===== src/rtl/osp_pkg.sv =====
package osp_pkg;

  typedef struct packed {
    logic set;
    logic clr;
    logic trig;
  } osp_cmd_t;

  // Priority: disable > software enable > underflow stop > trigger start
  function automatic logic arb_next_run(input logic run, input osp_cmd_t c,
                                        input logic uf);
    logic r;
    if (c.clr)      r = 1'b0;
    else if (c.set) r = 1'b1;
    else if (uf)    r = 1'b0;
    else if (c.trig) r = 1'b1;
    else            r = run;
    return r;
  endfunction

  // Number of ticks the output spends at its active level
  function automatic int unsigned active_ticks(input int unsigned reload);
    return reload + 1;
  endfunction

endpackage


===== src/rtl/osp_swcmd.sv =====
module osp_swcmd (
  input  logic clk,
  input  logic rst_n,
  input  logic tick,
  input  logic en_we,
  input  logic en_wdata,
  output logic set_eff,
  output logic clr_eff
);
  logic set_p, clr_p;
  logic wr_set, wr_clr;

  assign wr_set = en_we & en_wdata;
  assign wr_clr = en_we & ~en_wdata;

  // Latest write wins over an older pending one
  assign set_eff = wr_set | (set_p & ~wr_clr);
  assign clr_eff = wr_clr | (clr_p & ~wr_set);

  always_ff @(posedge clk or negedge rst_n) begin
    if (!rst_n) begin
      set_p <= 1'b0;
      clr_p <= 1'b0;
    end else if (tick) begin
      set_p <= 1'b0;
      clr_p <= 1'b0;
    end else if (en_we) begin
      set_p <= en_wdata;
      clr_p <= ~en_wdata;
    end
  end
endmodule


===== src/rtl/osp_trig.sv =====
module osp_trig #(
  parameter int SYNC_STAGES = 2
) (
  input  logic clk,
  input  logic rst_n,
  input  logic tick,
  input  logic trig_in,
  output logic trig_eff
);
  localparam int LAST = SYNC_STAGES - 1;

  logic [SYNC_STAGES-1:0] sync_q;
  logic                   hist_q;
  logic                   rise;
  logic                   pend_q;

  always_ff @(posedge clk or negedge rst_n) begin
    if (!rst_n) sync_q <= '0;
    else        sync_q <= {sync_q[SYNC_STAGES-2:0], trig_in};
  end

  always_ff @(posedge clk or negedge rst_n) begin
    if (!rst_n) hist_q <= 1'b0;
    else        hist_q <= sync_q[LAST];
  end

  assign rise     = sync_q[LAST] & ~hist_q;
  assign trig_eff = rise | pend_q;

  always_ff @(posedge clk or negedge rst_n) begin
    if (!rst_n)    pend_q <= 1'b0;
    else if (tick) pend_q <= 1'b0;
    else if (rise) pend_q <= 1'b1;
  end
endmodule


===== src/rtl/osp_core.sv =====
module osp_core
  import osp_pkg::*;
#(
  parameter int   W        = 16,
  parameter logic OUT_IDLE = 1'b0
) (
  input  logic         clk,
  input  logic         rst_n,
  input  logic         tick,
  input  osp_cmd_t     cmd,
  input  logic [W-1:0] reload_q,
  output logic         running,
  output logic [W-1:0] count,
  output logic         pulse,
  output logic         req,
  output logic         ev_start,
  output logic         ev_uf
);
  logic run_d;

  always_comb begin
    ev_uf    = tick & running & (count == '0);
    run_d    = arb_next_run(running, cmd, ev_uf);
    ev_start = tick & run_d & (~running | ev_uf);
  end

  always_ff @(posedge clk or negedge rst_n) begin
    if (!rst_n) begin
      running <= 1'b0;
      count   <= '0;
      pulse   <= OUT_IDLE;
    end else if (tick) begin
      running <= run_d;
      pulse   <= pulse ^ ev_start ^ ev_uf;
      if (ev_start)
        count <= reload_q;
      else if (running && run_d && !ev_uf)
        count <= count - 1'b1;
    end
  end

  always_ff @(posedge clk or negedge rst_n) begin
    if (!rst_n) req <= 1'b0;
    else        req <= ev_uf;
  end
endmodule


===== src/rtl/oneshot_timer.sv =====
module oneshot_timer
  import osp_pkg::*;
#(
  parameter int   W        = 16,
  parameter logic OUT_IDLE = 1'b0
) (
  input  logic         clk,
  input  logic         rst_n,
  input  logic         cnt_tick,
  input  logic         reload_we,
  input  logic [W-1:0] reload_wdata,
  input  logic         en_we,
  input  logic         en_wdata,
  input  logic         ext_trig,
  output logic         pulse_out,
  output logic         irq_req,
  output logic         dma_req,
  output logic         running,
  output logic [W-1:0] count
);
  logic [W-1:0] reload_q;
  osp_cmd_t     cmd;
  logic         cmd_set, cmd_clr, cmd_trig;
  logic         ev_start, ev_uf;
  logic         req;

  always_ff @(posedge clk or negedge rst_n) begin
    if (!rst_n)         reload_q <= '0;
    else if (reload_we) reload_q <= reload_wdata;
  end

  osp_swcmd u_swcmd (
    .clk     (clk),
    .rst_n   (rst_n),
    .tick    (cnt_tick),
    .en_we   (en_we),
    .en_wdata(en_wdata),
    .set_eff (cmd_set),
    .clr_eff (cmd_clr)
  );

  osp_trig #(.SYNC_STAGES(2)) u_trig (
    .clk     (clk),
    .rst_n   (rst_n),
    .tick    (cnt_tick),
    .trig_in (ext_trig),
    .trig_eff(cmd_trig)
  );

  assign cmd = '{set: cmd_set, clr: cmd_clr, trig: cmd_trig};

  osp_core #(.W(W), .OUT_IDLE(OUT_IDLE)) u_core (
    .clk     (clk),
    .rst_n   (rst_n),
    .tick    (cnt_tick),
    .cmd     (cmd),
    .reload_q(reload_q),
    .running (running),
    .count   (count),
    .pulse   (pulse_out),
    .req     (req),
    .ev_start(ev_start),
    .ev_uf   (ev_uf)
  );

  assign irq_req = req;
  assign dma_req = req;
endmodule


===== config.mk =====
export PLATFORM = sky130hd
export DESIGN_NAME = oneshot_timer
export DESIGN_NICKNAME = d
export VERILOG_FILES = /design/src/rtl/osp_pkg.sv /design/src/rtl/osp_swcmd.sv /design/src/rtl/osp_trig.sv /design/src/rtl/osp_core.sv /design/src/rtl/oneshot_timer.sv
export SDC_FILE = /design/constraint.sdc
export NUM_CORES = 1
export LEC_CHECK = 0
export BUFFER_PORTS_ARGS = -buffer_cell sky130_fd_sc_hd__buf_4
export CORE_UTILIZATION = 45
export CTS_CLUSTER_DIAMETER = 80
export DETAILED_ROUTE_END_ITERATION = 8
export PLACE_DENSITY = 0.68
export SETUP_SLACK_MARGIN = 0.02
export SYNTH_ARGS = -nofsm -noshare
export SYNTH_HDL_FRONTEND = slang
export SYNTH_SLANG_ARGS = --single-unit
export TNS_END_PERCENT = 50

===== constraint.sdc =====
create_clock -name clk -period 2.5 [get_ports clk]
set_clock_uncertainty 0.1 [all_clocks]
set_input_delay 0.25 -clock clk [delete_from_list [all_inputs] [get_ports clk]]
set_output_delay 0.25 -clock clk [all_outputs]
set_load 0.05 [all_outputs]

==> results of run 1 <==
cells in the final DEF (no fill, tap or decap), types with 6 or more instances in the layout:
cell type	Yosys	routed
nand2_1	9	9
a21oi_1	8	8
o21ai_0	14	14
nand3_1	7	7
nor2_1	11	11
inv_1	9	9
mux2_2	15	15
clkbuf_8	0	6
dfrtp_1	41	41
buf_4	1	47
cells in the mapped netlist (2+ instances only):
cell type and instances:
clkbuf_1 3, a2bb2oi_1 4, a211oi_1 3, o2bb2ai_1 4, a31oi_1 2, ha_1 2
inv_1 9, nand4_1 2, mux2i_1 5, nor2b_1 2, dfrtp_1 41, nor3b_1 2
nor4_2 2, nand3_1 7, a21oi_1 8, o21ai_1 2, o22ai_1 2, nand2b_1 2
nor3_1 4, mux2_2 15, a22oi_1 4, buf_6 2, or2_2 3, or3_1 2
o21ai_0 14, nand2_1 9, nor4_1 3, nor2_1 11
power breakdown:
group	switching, mW	total (mW)	internal, mW
combinational	0.661	1.03	0.372
sequential	0.172	0.971	0.798
clock	0.224	0.549	0.326
repair_timing:
item | in CTS | in global routing
resized for setup | 0 | 1
hold endpoints to repair | 42 | 0
buffers inserted | 0 | 0
hold buffers | 2 | 0
endpoints found under the setup margin | 0 | 1
path summary, 6_finish.rpt:
| check | from | to | slack [ps] | cells after the start |
|---|---|---|---|---|
| worst min register to register | u_trig.sync_q[0] | u_trig.sync_q[1] | 250 | 0 |
| worst max register to register | u_core.count[0] | u_core.count[11] | 260 | 7 |
| worst max-delay path | u_core.count[0] | u_core.count[11] | 260 | 7 |
| worst min-delay path | cnt_tick | u_swcmd.clr_p | 60 | 2 |
| min in group asynchronous | rst_n | u_trig.hist_q | 370 | 2 |
| max in group asynchronous | rst_n | reload_q[10] | 1570 | 2 |
metrics by stage:
step | util (%) | worst slack, ps | total power [mW] | instance area (sq um) | std cells
CTS | 58.9 | 200 | 2.58 | 2580 | 292
finish | 59.0 | 262 | 2.55 | 2590 | 292
global route | 59.0 | 112 | 2.69 | 2590 | 292
detailed placement | 55.8 | 221 | 2.02 | 2450 | 282
floorplan | - | 183 | 1.67 | 2070 | 190
global placement | 55.8 | 267 | 2.00 | 2450 | 282
area by class of cell:
class,count,area (sq um),share of cell area [%]
well taps,52,65.1,2.51
clock buffers,7,86.3,3.33
multi-input cells,133,975,37.7
clock inverters,1,30.0,1.16
inverters,9,33.8,1.30
repair buffers,49,373,14.4
flip-flops and latches,41,1030,39.6
kinds of logic after synthesis:
logic type,count (synthesis),synth area share [%]
adders and majority gates,2,1.21
and+or+nand+nor,57,16.0
xor gates and xnor gates,1,0.422
DFF,41,49.5
buffers and inverters,16,3.86
AOI/OAI and AO/OA,52,17.9
muxes,21,11.2
layer usage:
| metal | share of wire (%) | track usage, % | vias to the layer above |
|---|---|---|---|
| met4 | 1.2 | 7.33 | 0 |
| met1 | 46 | 28.3 | 823 |
| met5 | 0 | 0 | - |
| met3 | 4.1 | 3.03 | 5 |
| li1 | - | - | 803 |
| met2 | 48 | 34.3 | 47 |
critical path, delay by kind of cell (launching register included):
kind                     cells  cell delay [ps]
AO/OA/AOI/OAI                2              570
adder cells (fa/ha/maj)      1              160
buffers and inverters        1              120
flip-flops                   1              410
AND/OR/NAND/NOR              3              840
==> impl_metrics.csv, run 1 <==
group,metric,value,unit
clocking,numCtsBuffers,5,
grt,grt.total_usage,20.9,%
grt,grt_pass1_wl,8070,um
pwr,p_leak,1.12,nW
timing,holdWs,55.4,ps
yosys,ys_types,49,
timing,setup_violations,0,
clocking,cts_tree,"done",
grt,antenna_found_initial,0,
yosys,ys.warnings.count,0,
run_status,outcome,"finished, final reports clean",
floorplanning,core_region_area,4380,sq um
timing,finalSetupTns,0,ps
clocking,clk_latency,290,ps
routing,viasPerCell,5.75,
routing,routed-via-count,1678,
placement,routabilityCongestion,0.847,
yosys,ys_seq_area_share,49.5,%
yosys,syn_avg_cell_area,10.9,sq um
grt,grt_max_degree,42,
yosys,synth_top_area_cell,"dfrtp_1",
routing,finalWirelength,4510,um
timing,relSlewSlack,61.5,%
yosys,syn-num-nets,215,
setup_path,critPathLaunchType,"flip-flop",
min_path,hold_path_class,"in -> reg",
yosys,synthCells,190,
setup_path,cp.required,2640,ps
floorplanning,row_count,24,
timing,fmax,447,MHz
timing,hold_violations,0,
setup_path,max_stage_delay,520,ps
placement,io_buffers,42,
clocking,root_buffer,"clkbuf_8",
timing,min_period,2240,ps
yosys,synth_ff_type,"dfrtp_1",
yosys,synth_edf_count,0,
placement,place_hpwl,3240,um
setup_path,cpMaxStageDelayCell,"or4b_4",
routing,drt-wirelength-per-cell,15.5,um
grt,grt.overflow.total,0,
floorplanning,start_util,47.3,%
clocking,path_clk_slew,80,ps
setup_path,arrival,2380,ps
layout,fillers,400,
yosys,async_flop_share,100,%
setup_path,crit_fanout,10,
layout,nets,264,
grt,grt_pass1_vias,1730,
setup_path,path_cells,"inv_1 -> ha_1 -> nand4bb_1 -> or4b_4 -> o211ai_2 -> or3_1 -> o221a_2",
timing,slew_viol_final,0,
clocking,clockBufferDepth,2,
pwr,vdd_ir_drop_max,0.607,mV
timing,tightest_slew,576,ps
yosys,syn_area,2070,sq um
setup_path,critical_path_class,"reg -> reg",
pwr,pwr_density_cell,986,nW/um^2
floorplanning,die-area,4890,sq um
routing,drc,0,
yosys,ys_ff_latch,41,
layout,num_antenna_cells,0,
yosys,yosys-top-cells-area,"dfrtp_1 (49%), mux2_2 (8.1%), o21ai_0 (3.4%), mux2i_1 (2.4%), nor2_1 (2.0%)",
layout,drive_above_1_share,34.6,%
clocking,cts_sinks,41,
routing,drt_iter0_drc,55,
timing,rsz0062_at_grt,"false",
floorplanning,pin_count,43,
layout,top_regs,"reload_q x16, u_core.count x16, u_trig.sync_q x2",
floorplanning,die_h,69.9,um
routing,drtPass1Iterations,4,
run,drv_cap,0,
setup_path,endpoint_kind,"flip-flop",
yosys,synth_top_area_share,49.5,%
layout,area_growth,24.8,%
timing,post-route-period-util,89.5,%
clocking,htreeDepth,2,
routing,drtAntennaViolNets,0,
floorplanning,die_w,69.9,um
No activity file was read; power rests on OpenSTA's default activity.
==> run 2, diff against run 1 <==
Settings changed: PLACE_DENSITY 0.68 to 0.67, SYNTH_HIERARCHICAL set to 1.
==> run 2 against run 1 <==
Effect of this change:
- sequential power rose by 2.6%
- total power increased by 4.0%
- synthesized cell count is 8.4% higher
- global-route usage is 1.0 points higher
- critical path type unchanged
- largest cell class is now multi-input combinational cells
- largest power group unchanged
==> impl_metrics.csv, run 2 <==
group,metric,value,unit
routing,drc,0,
placement,placed_area,2610,sq um
floorplanning,start_util,47.2,%
layout,fillers,417,
layout,fin_cells,323,
floorplanning,die-area,5300,sq um
yosys,ys_seq_area_share,45.5,%
yosys,async_flop_share,100,%
timing,rsz0062_at_grt,"false",
timing,tightest_slew,788,ps
yosys,ys.warnings.count,6,
setup_path,path_buf_inv,2,
floorplanning,pin_count,43,
layout,num_antenna_cells,0,
setup_path,reg2regPathDepth,8,
grt,grt.overflow.total,0,
setup_path,endpoint_kind,"flip-flop",
routing,drtAntennaViolNets,0,
grt,grt.total_usage,21.9,%
timing,relSlewSlack,47.5,%
layout,design_area,2780,sq um
yosys,synth_top_area_cell,"dfrtp_1",
routing,drt-wirelength-per-cell,16.1,um
routing,viasPerCell,5.57,
setup_path,path_cells,"inv_1 -> ha_1 -> and4b_2 -> nand4_4 -> o311ai_4 -> buf_4 -> nor2_1 -> a221o_1",
floorplanning,die_w,72.8,um
floorplanning,die_h,72.8,um
setup_path,path_delay_family,"compound AO/OA/AOI/OAI gates",
floorplanning,row_count,25,
yosys,synth_top_area_share,45.5,%
grt,grt_pass1_wl,8600,um
placement,routabilityCongestion,0.872,
yosys,yosysMostFrequentCell,"dfrtp_1",
layout,drive_above_1_share,35.9,%
yosys,synth_ff_type,"dfrtp_1",
timing,setup_violations,0,
setup_path,critical_path_class,"reg -> reg",
clocking,cts_tree,"done",
yosys,synthCells,206,
grt,antenna_found_initial,0,
layout,final_common_cell,"buf_4",
yosys,ys_ff_latch,41,
pwr,vdd_ir_drop_max,0.448,mV
layout,area_growth,23.3,%
timing,post-route-period-util,94.5,%
setup_path,max_stage_delay,440,ps
yosys,yosys-top-cells-area,"dfrtp_1 (45%), mux2_4 (7.3%), mux2_2 (3.0%), o21ai_0 (2.7%), nand2_1 (2.3%)",
setup_path,arrival,2460,ps
clocking,cts_sinks,41,
clocking,clk_latency,300,ps
layout,regArea,1030,sq um
min_path,holdPathStages,2,
min_path,hold_path_class,"in -> reg",
layout,final_core_util,58.1,%
grt,grt_max_degree,42,
pwr,p_leak,1.19,nW
setup_path,cp.depth,8,
setup_path,cp.required,2590,ps
yosys,synth_common_cells,"dfrtp_1 (41), nand2_1 (14), nor2_1 (13), o21ai_0 (12), mux2_4 (11)",
run_status,outcome,"finished, final reports clean",
setup_path,critPathLaunchType,"flip-flop",
yosys,syn_avg_cell_area,11.0,sq um
routing,routed-via-count,1799,
layout,multiInputGateArea,1130,sq um
clocking,clockBufferDepth,2,
placement,place_hpwl,3660,um
clocking,root_buffer,"clkbuf_8",
floorplanning,core_region_area,4790,sq um
clocking,path_clk_slew,80,ps
layout,nets,280,
yosys,synth_edf_count,0,
timing,holdWs,59.9,ps
yosys,ys_types,51,
timing,fmax,423,MHz
layout,mostFrequentLayoutCells,"buf_4 (51), dfrtp_1 (41), nand2_1 (14), nor2_1 (13), o21ai_0 (12)",
routing,drtPass1Iterations,4,
routing,finalWirelength,5190,um
pwr,pwr_density_cell,954,nW/um^2
routing,drt_iter0_drc,137,
timing,hold_violations,0,
placement,place_inst,310,
yosys,syn-num-nets,231,
layout,top_regs,"reload_q x16, u_core/count x16, u_trig/sync_q x2",
timing,finalSetupTns,0,ps
yosys,syn_area,2260,sq um
setup_path,cpMaxStageDelayCell,"dfrtp_1",
timing,min_period,2360,ps
clocking,htreeDepth,2,
grt,grt_pass1_vias,1705,
clocking,numCtsBuffers,5,
placement,io_buffers,42,
setup_path,crit_fanout,6,
run,drv_cap,0,
timing,slew_viol_final,0,
[run 2: changes by cell type after synthesis, sizes merged, moves of 3 or more]
cell / delta
a22oi: -4
nand2b: +4
mux2i: -3
nor3: +5
buf: +3
nand2: +5
o21ai: -5
[run 2: worst paths after layout]
| check | from | end | slack, ps |
|---|---|---|---|
| min in group asynchronous | rst_n | u_core/running | 370 |
| worst min-delay path | cnt_tick | u_trig/pend_q | 60 |
| worst min register to register | u_trig/sync_q[0] | u_trig/sync_q[1] | 250 |
| worst max-delay path | u_core/count[0] | u_core/count[0] | 140 |
| worst max register to register | u_core/count[0] | u_core/count[0] | 140 |
| max in group asynchronous | rst_n | u_core/count[10] | 1590 |
[run 2: repair_timing]
item | 4_1_cts | 5_1_grt
endpoints found under the hold margin | 42 | 0
hold buffers | 2 | 0
endpoints found under the setup margin | 0 | 12
gates resized for setup | 0 | 3
setup buffers | 0 | 3
[run 2: cell families (layout without fill, tap and decap cells)]
kind of cell | count (synthesis) | count (layout) | share of synthesized area, %
adders and majority gates | 2 | 2 | 1.11
buffers and inverters | 18 | 68 | 5.10
and+or+nand+nor | 74 | 74 | 19.7
AOI/OAI and AO/OA | 50 | 50 | 16.6
xor gates and xnor gates | 1 | 1 | 0.388
DFF | 41 | 41 | 45.5
muxes | 20 | 20 | 11.6
[run 2: stage by stage]
step           power, mW  worst slack, ps
4_1_cts             2.65             73.8
5_1_grt             2.80             30.6
6_report            2.66              137
3_3_place_gp        2.10              145
3_5_place_dp        2.11              103
2_1_floorplan       1.76              222
[run 2: report_power, final]
part           switching [mW]  internal [mW]
clock network           0.234          0.300
registers               0.198          0.798
logic                   0.722          0.403
total                    1.15           1.50
[run 2: area by class of cell]
class,instances,area share (%)
Multi-Input combinational cell,147,40.7
Timing Repair Buffer,53,14.5
Sequential cell,41,36.9
Clock buffer,6,2.61
Inverter,7,0.944
Tap cell,67,3.01
Clock inverter,2,1.39
[run 2: metal layers]
| metal | routed length (um) | part of all wire (%) | track usage, % | vias up |
|---|---|---|---|---|
| met5 | 0 | 0 | 0 | - |
| met4 | 76 | 1.5 | 7.84 | 0 |
| met3 | 178 | 3.4 | 4.28 | 8 |
| met2 | 2450 | 47 | 33.5 | 38 |
| met1 | 2480 | 48 | 30.9 | 881 |
| li1 | - | - | - | 872 |
==> run 3, diff against run 2 <==
--- a/config.mk
+++ b/config.mk
@@ -11,4 +11,5 @@
 export DETAILED_ROUTE_END_ITERATION = 8
 export PLACE_DENSITY = 0.67
+export REMOVE_ABC_BUFFERS = 1
 export SETUP_SLACK_MARGIN = 0.02
 export SYNTH_ARGS = -nofsm -noshare
==> constraint.sdc (replaced) <==
create_clock -name clk -period 2.5 [get_ports clk]
set_clock_uncertainty 0.1 [all_clocks]
set_input_delay 0.25 -clock clk [delete_from_list [all_inputs] [get_ports clk]]
set_output_delay 0.25 -clock clk [all_outputs]
set_load 0.005 [all_outputs]
==> run 3 against run 2 <==
Effect of this change:
- non-clock buffer count down 3
- register-to-register slack improved by 20 ps
- wire length down 0.54%
- cell area decreased by 1.5%
- sequential cell count did not move
- worst hold slack improved by 25 ps
- critical path type unchanged
- critical endpoint is now u_core/count[2]
- largest power group is now sequential cells
- highest routed layer unchanged
==> impl_metrics.csv, run 3 (same netlist as run 2, synthesis figures left out) <==
group,metric,value,unit
run_status,outcome,"finished, final reports clean",
placement,routabilityCongestion,0.929,
routing,drtAntennaViolNets,0,
grt,grt_pass1_wl,8800,um
clocking,numCtsBuffers,5,
grt,grt.overflow.total,0,
clocking,clk_latency,290,ps
layout,design_area,2740,sq um
timing,holdWs,85.0,ps
setup_path,critPathLaunchType,"flip-flop",
routing,viasPerCell,5.76,
pwr,pwr_density_cell,792,nW/um^2
clocking,path_clk_slew,70,ps
floorplanning,start_util,47.2,%
layout,num_antenna_cells,0,
floorplanning,die-area,5300,sq um
floorplanning,pin_count,43,
timing,relSlewSlack,66.2,%
grt,grt_pass1_vias,1788,
timing,setup_violations,0,
floorplanning,row_count,25,
layout,nets,277,
grt,antenna_found_initial,0,
grt,grt.total_usage,21.8,%
layout,area_growth,21.4,%
clocking,cts_sinks,41,
pwr,vdd_ir_drop_max,0.469,mV
clocking,root_buffer,"clkbuf_8",
routing,drc,0,
layout,final_core_util,57.3,%
routing,finalWirelength,5160,um
layout,drive_above_1_share,34.5,%
timing,fmax,428,MHz
layout,multiInputGateArea,1120,sq um
placement,io_buffers,42,
placement,placed_area,2610,sq um
clocking,htreeDepth,2,
clocking,cts_tree,"done",
timing,slew_viol_final,0,
setup_path,arrival,2410,ps
floorplanning,die_w,72.8,um
timing,finalSetupTns,0,ps
timing,min_period,2340,ps
timing,hold_violations,0,
pwr,p_leak,1.17,nW
setup_path,critical_path_class,"reg -> reg",
setup_path,crit_fanout,10,
floorplanning,core_region_area,4790,sq um
min_path,hold_path_class,"in -> reg",
routing,drt-wirelength-per-cell,16.2,um
routing,routed-via-count,1839,
routing,drt_iter0_drc,163,
timing,rsz0062_at_grt,"false",
placement,place_hpwl,3660,um
layout,final_common_cell,"buf_4",
layout,fillers,457,
layout,regArea,1030,sq um
layout,top_regs,"reload_q x16, u_core/count x16, u_trig/sync_q x2",
routing,drtPass1Iterations,4,
timing,post-route-period-util,93.6,%
grt,grt_max_degree,42,
timing,tightest_slew,507,ps
setup_path,endpoint_kind,"flip-flop",
floorplanning,die_h,72.8,um
setup_path,cp.required,2580,ps
run,drv_cap,0,
clocking,clockBufferDepth,2,
layout,mostFrequentLayoutCells,"buf_4 (47), dfrtp_1 (41), nand2_1 (14), nor2_1 (13), o21ai_0 (12)",
==> run 3: cell types whose count changed in the layout (fill, tap and decap cells not counted), sizes merged <==
cell	change
buf	-3
bufinv	-1
clkbuf	+1
clkinv	-1
==> run 3: final cells by class <==
| class | count | area share (%) |
|---|---|---|
| Multi-Input combinational cell | 147 | 41.1 |
| Sequential cell | 41 | 37.4 |
| Timing Repair Buffer | 50 | 14.3 |
| Clock buffer | 7 | 3.15 |
| Tap cell | 67 | 3.06 |
| Inverter | 7 | 0.959 |
==> run 3: final timing paths <==
| path | startpoint | to | slack [ps] | cells past startpoint |
|---|---|---|---|---|
| min in group asynchronous | rst_n | reload_q[15] | 380 | 2 |
| worst max register to register | u_core/count[7] | u_core/count[2] | 160 | 6 |
| worst min-delay path | reload_wdata[4] | reload_q[4] | 90 | 2 |
| worst min register to register | u_trig/sync_q[0] | u_trig/sync_q[1] | 250 | 0 |
| worst max-delay path | u_core/count[7] | u_core/count[2] | 160 | 6 |
| max in group asynchronous | rst_n | u_core/pulse | 1570 | 2 |
==> run 3: repair_timing <==
| action | 4_1_cts | 5_1_grt |
|---|---|---|
| endpoints found under the hold margin | 42 | 0 |
| endpoints found under the setup margin | 0 | 13 |
| hold buffers | 2 | 0 |
| gates resized for setup | 0 | 2 |
| buffers inserted | 0 | 1 |
==> run 3: through the flow <==
step,instances,total power [mW],setup slack (ps)
2_1_floorplan,195,1.36,229
3_3_place_gp,309,1.72,93.4
3_5_place_dp,309,1.73,77.0
4_1_cts,318,2.17,71.5
5_1_grt,319,2.31,54.0
6_report,319,2.17,161
==> run 3: metal layers <==
metal | track usage, % | share of wire (%) | routed length, um | vias to the layer above
li1 | - | - | - | 858
met1 | 30.0 | 46 | 2390 | 887
met4 | 9.15 | 2.4 | 122 | 0
met2 | 32.9 | 44 | 2300 | 80
met5 | 0 | 0 | 0 | -
met3 | 5.39 | 6.8 | 351 | 14
==> run 3: report_power, final <==
group | total [mW] | internal (mW) | leakage [nW] | switching [mW]
Clock | 0.431 | 0.219 | 0.0443 | 0.212
Sequential | 0.989 | 0.799 | 0.487 | 0.190
Combinational | 0.749 | 0.390 | 0.641 | 0.359
Total | 2.17 | 1.41 | 1.17 | 0.761
==> run 3: worst max-delay path: stages, from the launching register on <==
cell      delay (ps)
dfrtp_1          490
nor4_4           460
nand4_2          250
o311ai_4         370
buf_12           170
o41ai_1          100
a221o_1          280
